$ cat src/rtl/sysctr_pkg.sv
package sysctr_pkg;
    localparam int unsigned CNT_W  = 64;
    localparam int unsigned REG_W  = 32;
    localparam int unsigned FRAC_W = 24;
    localparam int unsigned ACC_W  = CNT_W + FRAC_W;

    localparam logic [REG_W-1:0] UNIT_STEP = REG_W'(1) << FRAC_W;

    localparam int unsigned OFF_CTRL  = 'h00;
    localparam int unsigned OFF_STAT  = 'h04;
    localparam int unsigned OFF_CNTLO = 'h08;
    localparam int unsigned OFF_CNTHI = 'h0C;
    localparam int unsigned OFF_SCALE = 'h10;

    localparam int unsigned BIT_EN  = 0;
    localparam int unsigned BIT_SEN = 2;

    typedef struct packed {
        logic ctrl;
        logic cnt_lo;
        logic cnt_hi;
        logic scale;
    } wsel_t;

    typedef struct packed {
        logic              en;
        logic              sen;
        logic [REG_W-1:0]  scale;
        logic [CNT_W-1:0]  count;
        logic [FRAC_W-1:0] frac;
    } state_t;
endpackage

$ cat src/rtl/sysctr_wrdec.sv
module sysctr_wrdec
    import sysctr_pkg::*;
#(
    parameter int unsigned ADDR_W = 5
) (
    input  logic              we,
    input  logic [ADDR_W-1:0] addr,
    output wsel_t             sel
);
    always_comb begin
        sel        = '0;
        sel.ctrl   = we && (addr == ADDR_W'(OFF_CTRL));
        sel.cnt_lo = we && (addr == ADDR_W'(OFF_CNTLO));
        sel.cnt_hi = we && (addr == ADDR_W'(OFF_CNTHI));
        sel.scale  = we && (addr == ADDR_W'(OFF_SCALE));
    end
endmodule

$ cat src/rtl/sysctr_step.sv
module sysctr_step
    import sysctr_pkg::*;
(
    input  logic [CNT_W-1:0]  count_in,
    input  logic [FRAC_W-1:0] frac_in,
    input  logic [REG_W-1:0]  step,
    output logic [CNT_W-1:0]  count_out,
    output logic [FRAC_W-1:0] frac_out
);
    logic [ACC_W-1:0] acc;

    always_comb begin
        acc       = {count_in, frac_in} + ACC_W'(step);
        count_out = acc[ACC_W-1:FRAC_W];
        frac_out  = acc[FRAC_W-1:0];
    end
endmodule

$ cat src/rtl/sysctr_rdmux.sv
module sysctr_rdmux
    import sysctr_pkg::*;
#(
    parameter int unsigned ADDR_W = 5
) (
    input  logic [ADDR_W-1:0] addr,
    input  logic              en,
    input  logic              sen,
    input  logic [REG_W-1:0]  scale,
    input  logic [CNT_W-1:0]  count,
    output logic [REG_W-1:0]  rdata
);
    always_comb begin
        rdata = '0;
        unique case (addr)
            ADDR_W'(OFF_CTRL): begin
                rdata[BIT_EN]  = en;
                rdata[BIT_SEN] = sen;
            end
            ADDR_W'(OFF_CNTLO): rdata = count[REG_W-1:0];
            ADDR_W'(OFF_CNTHI): rdata = count[CNT_W-1:REG_W];
            ADDR_W'(OFF_SCALE): rdata = scale;
            default:            rdata = '0;
        endcase
    end
endmodule

$ cat src/rtl/sysctr_top.sv
module sysctr_top
    import sysctr_pkg::*;
#(
    parameter int unsigned ADDR_W = 5
) (
    input  logic              clk,
    input  logic              rst_n,
    input  logic              tick,
    input  logic [ADDR_W-1:0] bus_addr,
    input  logic              bus_we,
    input  logic [REG_W-1:0]  bus_wdata,
    output logic [REG_W-1:0]  bus_rdata,
    output logic [CNT_W-1:0]  count_value
);
    state_t            state_d, state_q;
    wsel_t             wsel;
    logic [REG_W-1:0]  step_sel;
    logic [CNT_W-1:0]  stepped_count;
    logic [FRAC_W-1:0] stepped_frac;
    logic              ctl_en, ctl_sen;

    sysctr_wrdec #(.ADDR_W(ADDR_W)) u_wrdec (
        .we   (bus_we),
        .addr (bus_addr),
        .sel  (wsel)
    );

    assign step_sel = state_q.sen ? state_q.scale : UNIT_STEP;

    sysctr_step u_step (
        .count_in  (state_q.count),
        .frac_in   (state_q.frac),
        .step      (step_sel),
        .count_out (stepped_count),
        .frac_out  (stepped_frac)
    );

    always_comb begin
        state_d = state_q;
        if (tick && state_q.en) begin
            state_d.count = stepped_count;
            state_d.frac  = stepped_frac;
        end
        if (wsel.ctrl) begin
            state_d.en  = bus_wdata[BIT_EN];
            state_d.sen = bus_wdata[BIT_SEN];
        end
        if (wsel.scale) begin
            state_d.scale = bus_wdata;
        end
        if (wsel.cnt_lo) begin
            state_d.count = {state_q.count[CNT_W-1:REG_W], bus_wdata};
            state_d.frac  = '0;
        end
        if (wsel.cnt_hi) begin
            state_d.count = {bus_wdata, state_q.count[REG_W-1:0]};
            state_d.frac  = '0;
        end
    end

    always_ff @(posedge clk or negedge rst_n) begin
        if (!rst_n) begin
            state_q       <= '0;
            state_q.scale <= UNIT_STEP;
        end else begin
            state_q <= state_d;
        end
    end

    assign ctl_en      = state_q.en;
    assign ctl_sen     = state_q.sen;
    assign count_value = state_q.count;

    sysctr_rdmux #(.ADDR_W(ADDR_W)) u_rdmux (
        .addr  (bus_addr),
        .en    (state_q.en),
        .sen   (state_q.sen),
        .scale (state_q.scale),
        .count (state_q.count),
        .rdata (bus_rdata)
    );
endmodule

$ cat config.mk
export PLATFORM = sky130hd
export DESIGN_NAME = sysctr_top
export DESIGN_NICKNAME = d
export VERILOG_FILES = /design/src/rtl/sysctr_pkg.sv /design/src/rtl/sysctr_wrdec.sv /design/src/rtl/sysctr_step.sv /design/src/rtl/sysctr_rdmux.sv /design/src/rtl/sysctr_top.sv
export SDC_FILE = /design/constraint.sdc
export NUM_CORES = 1
export LEC_CHECK = 0
export BUFFER_PORTS_ARGS = -buffer_cell sky130_fd_sc_hd__buf_4
export CAP_MARGIN = 10
export CORE_UTILIZATION = 55
export CTS_BUF_LIST = sky130_fd_sc_hd__clkbuf_8
export CTS_CLUSTER_SIZE = 24
export DETAILED_ROUTE_END_ITERATION = 12
export MAX_ROUTING_LAYER = met4
export PLACE_DENSITY = 0.82
export REMOVE_ABC_BUFFERS = 1
export SYNTH_ARGS = -nofsm -noshare
export SYNTH_HDL_FRONTEND = slang
export SYNTH_SLANG_ARGS = --single-unit
$ cat constraint.sdc
create_clock -name clk -period 3.3 [get_ports clk]
set_input_delay 0.495 -clock clk [delete_from_list [all_inputs] [get_ports clk]]
set_output_delay 0.495 -clock clk [all_outputs]
set_load 0.01 [all_outputs]
# Word-level counts from Yosys, hierarchy flattened
# Cells that the tools add are included.
# totals
in_bits,41
out_inout_bits,96
ramBits,0
latchBits,0
regBits,122
mem_count,0
word_cells,31
mem_bits_ro,0
# classes
magnitude_cmp,0
div_mod_pow,0
n_eq_ne,4
mul,0
reduce_logical,11
bitwise_logic,1
mux,8
n_addsub,1
shift,0
# op_table
operator,count
2-to-1 mux 88 bit,3
adder 88 x 32 -> 88 bit,1
one-hot mux 29 bit (3 select lines),1
2-to-1 mux 32 bit,1
"== test 5 x 4 -> 1 bit, second input constant",2
one-hot mux 1 bit (4 select lines),2
"== test 5 bit, second input constant",1
logical AND 1 bit,5
zero test 5 bit,1
AND reduction 2 bit,2
nonzero test 2 bit,2
one-hot mux 1 bit (3 select lines),1
nonzero test 3 bit,1
"inequality test 2 bit, second input constant",1
NOT 1 bit,1

# Longest topological paths before layout
# Gate-level depths: netlist of run 1.
# depth
ltp_word,5
ltp_mapped,14
depth_no_buf,12

# By module
# Synthesis of run 1 repeated with hierarchy kept, for this count alone.
# unflattened
cells_unflattened,1044
area_unflattened_um2,10017.1
# by_module_without_submodules
module,n_inst,area_each_um2,seq_area_each_um2,cells_each
sysctr_top,1,5978.2,3054.2,442
sysctr_step,1,3286.9,0.0,504
sysctr_rdmux,1,698.2,0.0,91
sysctr_wrdec,1,53.8,0.0,7

# Worst setup path before layout of run 1
# OpenSTA, ideal clock, no wires.
# synth_timing
kind,register to register
start,"reg state_q, in the netlist ctl_sen"
end,"reg state_q, in the netlist count_value[42]"
t_arrival_ns,3.061
path_stages_with_launch,14
setup_ns,0.124
path_buffers,1
required_time_ns,3.176
period_less_slack_ns,3.185
path_slack_ns,0.115
path_cell_list,dfrtp_1 clkbuf_1 and2_1 ha_1 inv_1 fa_1 nand2b_1 a21oi_1 o31ai_2 a21o_4 a211oi_4 o21ai_2 o311a_1 a211o_1
# synth_via
elab_chain_cells,5
# synth_lines
element,line,text
start: declaration,sysctr_top.sv:15,"state_t state_d, state_q;"
start signal: assignment,sysctr_top.sv:66,state_q <= state_d;
2-to-1 mux 32 bit,sysctr_top.sv:28,assign step_sel = state_q.sen ? state_q.scale : UNIT_STEP;
adder 88 x 32 -> 88 bit,sysctr_step.sv:13,"acc = {count_in, frac_in} + ACC_W'(step);"
2-to-1 mux 88 bit,sysctr_top.sv:40,if (tick && state_q.en) begin
2-to-1 mux 88 bit,sysctr_top.sv:51,if (wsel.cnt_lo) begin
2-to-1 mux 88 bit,sysctr_top.sv:55,if (wsel.cnt_hi) begin
# No other way between the ends. The select of a mux whose other input is x is not followed.
# A chain may end at the register's enable or synchronous reset.

# Worst setup path in the final report of run 1
# Same ends and word-level chain as after synthesis.

==> summary by stage, run 1 <==
Cells and area
Once layout is complete, the cells apart from fillers number between 1500 and 2000. The library cell used most frequently in the layout, excluding fill and tap cells, is sky130_fd_sc_hd__buf_4. The net count of the finished layout is between 1000 and 1500. After routing the design area is about 11000 um2.

The area added between synthesis and finish is 16.2%. In the layout the commonest cells are sky130_fd_sc_hd__buf_4 (202), sky130_fd_sc_hd__nand2_1 (161), sky130_fd_sc_hd__dfrtp_1 (121), sky130_fd_sc_hd__nor2_1 (76). The share of post-route cells with drive strength above 1 is 24.6%.

Route
For this run, design rule violations remaining after detail routing come to 0. The routed length per placed instance is roughly 23 um. The remaining antenna violation count after routing is 0. The count of vias placed by the detailed router is roughly 10000. After the first detailed-routing iteration, the DRC count stood at between 1000 and 1500. The total wire length is between 30000 and 40000 um. Using the TritonRoute via totals, the vias-per-cell ratio works out to around 6.6.

The total iterations of the first detailed-routing run is 6.

Die
The die outline height is around 140 um. The die area is around 18000 um2. The core box area is roughly 17000 um2. The horizontal die dimension is 136 um. The starting density of the core is 56.6%. The site row count is 48. During I/O placement, the number of pins put on the boundary was 137.

GRT
The via count of the first global-routing pass was between 9000 and 10000. The number of antenna violations at the first check in global routing was 3. The total congestion overflow after global routing is 0.

The total global-route track usage is a little over 40%. The pin count of the biggest net entering global routing is 63. The first global-routing pass estimated between 50000 and 60000 um of wire.

Yosys
The mean area per synthesized cell is just over 8 um2. The cell count after synthesis is around 1200. The share of the yosys chip area belonging to registers is about 31%. The count of unique library cells instantiated by Yosys is 83.

The register bit count reported by yosys is about 120. The summed instance area of the synthesized netlist is about 9800 um2. The proportion of synthesized flip-flops having asynchronous set or reset is between 90% and 100%. The total of warnings raised by yosys is 0. The primary flip-flop cell chosen by synthesis mapping is sky130_fd_sc_hd__dfrtp_1. The count of flip-flops with a built-in enable after synthesis is 0.

Placed design
Including well taps, the total number of placed cells is roughly 1500. Detailed placement finished with a half-perimeter wire length of roughly 26000 um. Port buffering added between 100 and 150 buffers. Before CTS, the worst setup slack after placement is between 0.007 and 0.008 ns.

The instance area after placement is 11000 um2. The global placer's final weighted congestion is a little over 1.

Run status
The run finished with clean final reports.

Timing
Setup repair after global routing could not meet its margin everywhere. Final hold analysis gives a worst-case slack of roughly 0.12 ns. The final critical path takes up a little over nine tenths of the cycle. The final count of negative-setup-slack endpoints is 0. Measured against its own limit, the worst slew margin works out to 41.2%.

For the finished layout, the period the worst path requires is roughly 3.2 ns. For the final database, setup skew stands at about 0.018 ns. The worst path meets setup with approximately 0.054 ns of slack. At the pin with the least slew margin, the transition time is approximately 0.88 ns. Based on the critical path, the design can be clocked at up to slightly above 300 MHz.

The final count of pins violating max slew is 0. The total negative slack is 0 ns. The hold violation total from the final report is 0.

Pwr
Summed over all cells, the static leakage comes to a little over 5 nW. The maximum ir drop on the vdd rail is 0.303 mV. The total power density per cell area is 531 nW/um2.

Job
The max capacitance violation total is 0.

CTS
The number of clock sinks is about 120. The number of buffers inserted during clock tree synthesis is 17. No sink is reached through more buffers than the 2 on the longest clock path. The clock reaches the later pin of the worst-skew pair after 0.46 ns. The cell at the root of the clock tree is sky130_fd_sc_hd__clkbuf_8. The clock tree from TritonCTS is built. The H-tree was split into 4 levels.

The clock transition at the register clock pins on the worst setup and hold paths after CTS is around 0.09 ns.

Setup path
The signal arrival time at the worst endpoint is around 3.6 ns. STA classifies the critical path startpoint as a flop. The kind of end point of the critical path is a flop. The highest net fanout along the worst path is 8. For the worst setup path, the data required time is approximately 3.6 ns. The critical path is of the flop to flop type.

Hold path
The type of the tightest min-delay check is primary input to asynchronous set/reset pin.
power by group:
part | total [W] | leakage (nW) | internal, W | switching [W]
Combinational | 0.00244 | 3.44 | 0.00110 | 0.00134
Clock | 0.00135 | 0.187 | 0.000641 | 0.000709
Sequential | 0.00229 | 1.49 | 0.00183 | 0.000457
Total | 0.00608 | 5.11 | 0.00358 | 0.00250
critical path, cell delays in order, from the launching register on:
cell                       delay [ns]
sky130_fd_sc_hd__dfrtp_1         0.40
sky130_fd_sc_hd__and2_1          0.15
sky130_fd_sc_hd__ha_1            0.16
sky130_fd_sc_hd__inv_1           0.06
sky130_fd_sc_hd__fa_1            0.39
sky130_fd_sc_hd__nand2b_1        0.19
sky130_fd_sc_hd__a21oi_2         0.20
sky130_fd_sc_hd__o31ai_2         0.15
sky130_fd_sc_hd__a21o_4          0.26
sky130_fd_sc_hd__a211oi_4        0.32
sky130_fd_sc_hd__o21ai_2         0.21
sky130_fd_sc_hd__o311a_1         0.38
sky130_fd_sc_hd__a211o_1         0.26
cells in the mapped netlist, drive strengths merged (3+ instances only):
master	count	area (um2)
nor2	80	303
a21oi	75	383
xor2	13	114
o22ai	7	50.1
o21a	3	22.5
a22oi	10	75.1
or4b	3	30.0
nor3b	4	35.0
nand2b	9	56.3
o311a	3	30.0
a21o	18	143
o21ai	87	458
dfrtp	121	3030
o21bai	4	30.0
or2	3	18.8
and4	5	43.8
ha	32	400
nand3	53	265
and2	45	282
or3	18	113
o2111ai	8	70.1
a31oi	14	100
clkbuf	44	168
o311ai	12	105
mux2i	50	500
nor3	19	110
nor4	6	43.8
a221o	9	90.1
inv	17	63.8
mux2	36	405
or4	8	60.1
a211o	4	35.0
xnor2	14	123
nand4	21	131
o211ai	24	199
nand2	161	604
a211oi	12	125
buf	92	624
and3	19	124
cell families (layout without fill, tap and decap cells):
logic type               Yosys count  count (layout)  synth area share [%]
adder cells (fa/ha/maj)           33              33                  4.27
AND/OR/NAND/NOR                  461             461                  23.1
multiplexers                      86              86                  9.20
XOR/XNOR                          27              27                  2.40
buffers and inverters            153             258                  8.69
other                              0               4                     0
AO/OA/AOI/OAI                    308             308                  21.3
flip-flops                       122             122                  31.0
sequential cells by signal, summed over array words and instances, names as in the netlist:
| register | cells |
|---|---|
| ctl_en | 1 |
| state_q | 56 |
| count_value | 64 |
| ctl_sen | 1 |
path summary, 6_finish.rpt:
path / from / slack (ns) / endpoint / cells after the start
setup / recovery: ctl_sen / 0.05 / count_value[42] / 12
hold reg to reg: state_q[22] / 0.52 / state_q[22] / 2
max in group asynchronous: rst_n / 2.36 / count_value[24] / 2
hold / removal: rst_n / 0.12 / state_q[105] / 1
setup reg to reg: ctl_sen / 0.05 / count_value[42] / 12
min in group clk: bus_wdata[22] / 0.25 / count_value[54] / 3
per-layer routing:
layer  track usage (%)  vias to the layer above  part of all wire, %
met5                 -                        -                    0
met1              49.7                     4770                   39
met2              62.4                      619                   46
met3              8.91                      147                  9.5
li1                  -                     4479                    -
met4              21.3                        0                  5.5
metrics by stage:
stage               total power [W]  util (%)
floorplan                   0.00354         -
global placement            0.00462      63.1
detailed placement          0.00467      63.1
CTS                         0.00601      65.3
global route                0.00639      65.7
finish                      0.00608      65.7
final cells by class:
class / instances / area [um2]
flip-flops and latches: 122 / 3050
clock inverters: 13 / 118
fillers: 1533 / 5970
repair buffers: 209 / 1660
multi-input cells: 915 / 6000
inverters: 17 / 63.8
clock buffers: 19 / 262
well taps: 225 / 282
diodes: 4 / 10.0
what timing repair did:
| action | in CTS | in global routing |
|---|---|---|
| gates resized for setup | 1 | 16 |
| gates cloned | 0 | 0 |
| endpoints found under the setup margin | 2 | 35 |
| buffers inserted | 0 | 2 |
| hold buffers | 0 | 0 |
| pin swaps | 0 | 3 |
| hold endpoints to repair | 0 | 0 |
Note: power is estimated with default switching activity, not from simulation.
==> inputs of run 2 (changes only) <==
--- a/config.mk
+++ b/config.mk
@@ -7,12 +7,12 @@
 export LEC_CHECK = 0
 export BUFFER_PORTS_ARGS = -buffer_cell sky130_fd_sc_hd__buf_4
 export CAP_MARGIN = 10
-export CORE_UTILIZATION = 55
+export CORE_UTILIZATION = 30
 export CTS_BUF_LIST = sky130_fd_sc_hd__clkbuf_8
 export CTS_CLUSTER_SIZE = 24
 export DETAILED_ROUTE_END_ITERATION = 12
 export MAX_ROUTING_LAYER = met4
-export PLACE_DENSITY = 0.82
+export PLACE_DENSITY = 0.51
 export REMOVE_ABC_BUFFERS = 1
 export SYNTH_ARGS = -nofsm -noshare
 export SYNTH_HDL_FRONTEND = slang
==> summary by stage, run 2 (synthesized netlist as in run 1, its figures left out) <==
Route
The via density per instance is around 5.6. After detailed routing, the average wire length per cell comes to about 23 um. After detailed routing, the number of remaining DRC violations is 0.

The total iterations of the first detailed-routing run is 6. The violation count after the first detailed-route iteration is between 700 and 800. Detailed routing inserted a total of a little under 10000 vias. The count of nets left with antenna violations once routing finished came out at 0. For this block, the routed nets add up to roughly 40000 um of wire.

Cells and area
The number of diodes added for antenna fixing is 0. At the end of the flow the core is filled with cells to between 30% and 40%. Of the cells placed in the final design, the portion with a size suffix greater than 1 is roughly a quarter. The design area is 11900 um2. For this run, the post-layout net count is 1373.

The number of fill cells in the layout is 3308. The most frequent standard cell in the layout excluding fill and tap cells is sky130_fd_sc_hd__buf_4. From synthesis to final layout, the design area changed by 20.9%. In the layout the commonest cells are sky130_fd_sc_hd__buf_4 (215), sky130_fd_sc_hd__nand2_1 (160), sky130_fd_sc_hd__dfrtp_1 (121), sky130_fd_sc_hd__nor2_1 (76), sky130_fd_sc_hd__o21ai_0 (71).

The register with the most flip-flops in the layout has 64 of them.

Job
Max-cap violations in this run came to 0.

Timing
The total negative slack is 0 ns. The final count of pins violating max slew came to 0. The worst clock skew on the final layout is 0.0191 ns.

For this run, the top clock speed supported by timing is 315 MHz. Subtracting the final worst setup slack from the clock period gives ~3.2 ns. The final worst slack is roughly 0.13 ns. The hold violation total from the final report is 0.

The final critical path takes up 96.2% of the cycle. Final hold analysis gives a worst-case slack of ~0.25 ns. Setup repair after global routing could not meet its margin everywhere. In this run the tightest slew margin relative to its limit is between 50 and 60%.

The final count of negative-setup-slack endpoints is 0. At the pin with the least slew margin, the transition time is ~0.67 ns.

CTS
Counting along the longest clock path gives a buffer depth of 2. Counting every sink on the clock net gives ~120. The insertion delay of the later-clocked pin in the worst-skew pair is between 0.4 and 0.5 ns. The number of buffers inserted during clock tree synthesis is 17.

CTS placed an instance of sky130_fd_sc_hd__clkbuf_8 at the clock tree root. The clock transition at the register clock pins on the worst setup and hold paths after CTS is roughly 0.090 ns. The maximum level of the CTS H-tree is 4. The clock tree from TritonCTS is built.

Setup path
The end of the worst register-to-register path is count_value[27]. The critical path's top delay family is simple AND/OR/NAND/NOR gates. Together, buffers and inverters on the worst path number 4. The element type at the critical path start is a flop. The data required time at the worst endpoint is around 3.7 ns.

The register-to-register path setup slack is 0.13 ns. The highest net fanout along the worst path is 33. The startpoint identified for the worst register-to-register timing path is ctl_sen. STA classifies the critical path endpoint as a flop.

The signal arrival time at the worst endpoint is 3.58 ns. By startpoint and endpoint, the worst setup path is classified as flop to flop. By instance count, the cell type seen most on the critical path is sky130_fd_sc_hd__buf_12. Traced cell by cell, the critical path runs through buf_12 > nand2_2 > inv_1 > ha_1 > a21oi_2 > nand4b_1 > a21oi_4 > o211ai_1 > buf_4 > a211oi_4 > buf_12 > o21ai_4 > or4_4 > nand3_2. The number of cells on the worst reg-to-reg path is 14. The largest individual stage delay along the critical path comes from the cell sky130_fd_sc_hd__or4_4. For this run, the slowest stage of the critical path takes 0.55 ns.

Die
In this run the count of I/O pins placed on the die edge is 137. The die covers between 30000 and 40000 um2. The starting density of the core is between 30% and 40%. The core region is between 30000 and 40000 um2. The horizontal die dimension is roughly 180 um. The site row count is between 60 and 70. The die outline height is roughly 180 um.

GRT
Entering global routing, the biggest net connects 50 pins. The first global-routing pass estimated between 60000 and 70000 um of wire. The via count of the first global-routing pass is 9495. The number of antenna violations at the first check in global routing is 0.

After global routing the overflow that remains totals 0. Global routing used roughly a quarter of the available tracks.

Placed design
Once placement finished, the instance area stood at 11300 um2. Detailed placement ended at an HPWL of approximately 30000 um. The global placer's final weighted congestion is roughly 0.93. Before CTS, the worst setup slack after placement is 0.0644 ns. The number of port buffers is around 140.

Pwr
IR analysis of the VDD net gives a maximum drop of about 0.21 mV. In this run the static leakage power is ~5.3 nW. Dividing total power by cell area gives a power density of ~520 nW/um2.

Hold path
The hold path depth is 3. The hold path startpoint is bus_wdata[22]. The path with the worst hold slack has its endpoint at count_value[54].

The tightest min-delay check is of the primary input to flop type.

Run status
The flow ran to the end, and the final reports show no timing, DRC or antenna violations.
-- run 2: worst min-delay path, stage by stage --
cell and delay (ns):
sky130_fd_sc_hd__buf_4 0.09, sky130_fd_sc_hd__nand2_1 0.04, sky130_fd_sc_hd__nand3_1 0.05
-- run 2: what timing repair did --
item / in CTS / in global routing
setup endpoints to repair: 0 / 31
gates resized for setup: 0 / 30
hold endpoints to repair: 26 / 0
hold buffers: 1 / 0
setup buffers: 0 / 6
-- run 2: area by class of cell --
type	count	area (um2)	area share, %
Clock inverter	12	140	1.18
Sequential cell	122	3050	25.6
Clock buffer	19	262	2.20
Timing Repair Buffer	225	1800	15.1
Inverter	17	63.8	0.536
Tap cell	435	544	4.57
Multi-Input combinational cell	916	6050	50.8
-- run 2: stage by stage --
| stage | total power [W] | instances |
|---|---|---|
| 3_5_place_dp | 0.00475 | 1707 |
| 5_1_grt | 0.00661 | 1746 |
| 6_report | 0.00625 | 1746 |
| 4_1_cts | 0.00620 | 1739 |
| 2_1_floorplan | 0.00354 | 1054 |
| 3_3_place_gp | 0.00475 | 1707 |
-- run 2: per-layer routing --
layer | track usage, % | vias to the layer above | share of wire (%)
li1 | - | 4511 | -
met1 | 31.7 | 4788 | 44
met2 | 40.8 | 353 | 48
met3 | 2.58 | 74 | 4.6
met4 | 6.77 | 0 | 2.6
met5 | - | - | 0
-- run 2: worst max-delay path by stage --
stage | startpoint | to | slack [ns] | cells after the start
after detailed placement | ctl_sen | count_value[57] | 0.06 | 13
final | ctl_sen | count_value[27] | 0.13 | 14
after global placement | ctl_sen | count_value[57] | 0.12 | 13
after global routing | ctl_sen | count_value[27] | -0.03 | 14
after floorplan | bus_addr[2] | state_q[100] | -0.29 | 4
after CTS | ctl_sen | count_value[57] | 0.03 | 13
-- run 2: power breakdown --
group	leakage (nW)	internal, W	switching [W]
sequential	1.49	0.00183	0.000454
combinational	3.57	0.00115	0.00137
clock	0.195	0.000716	0.000727
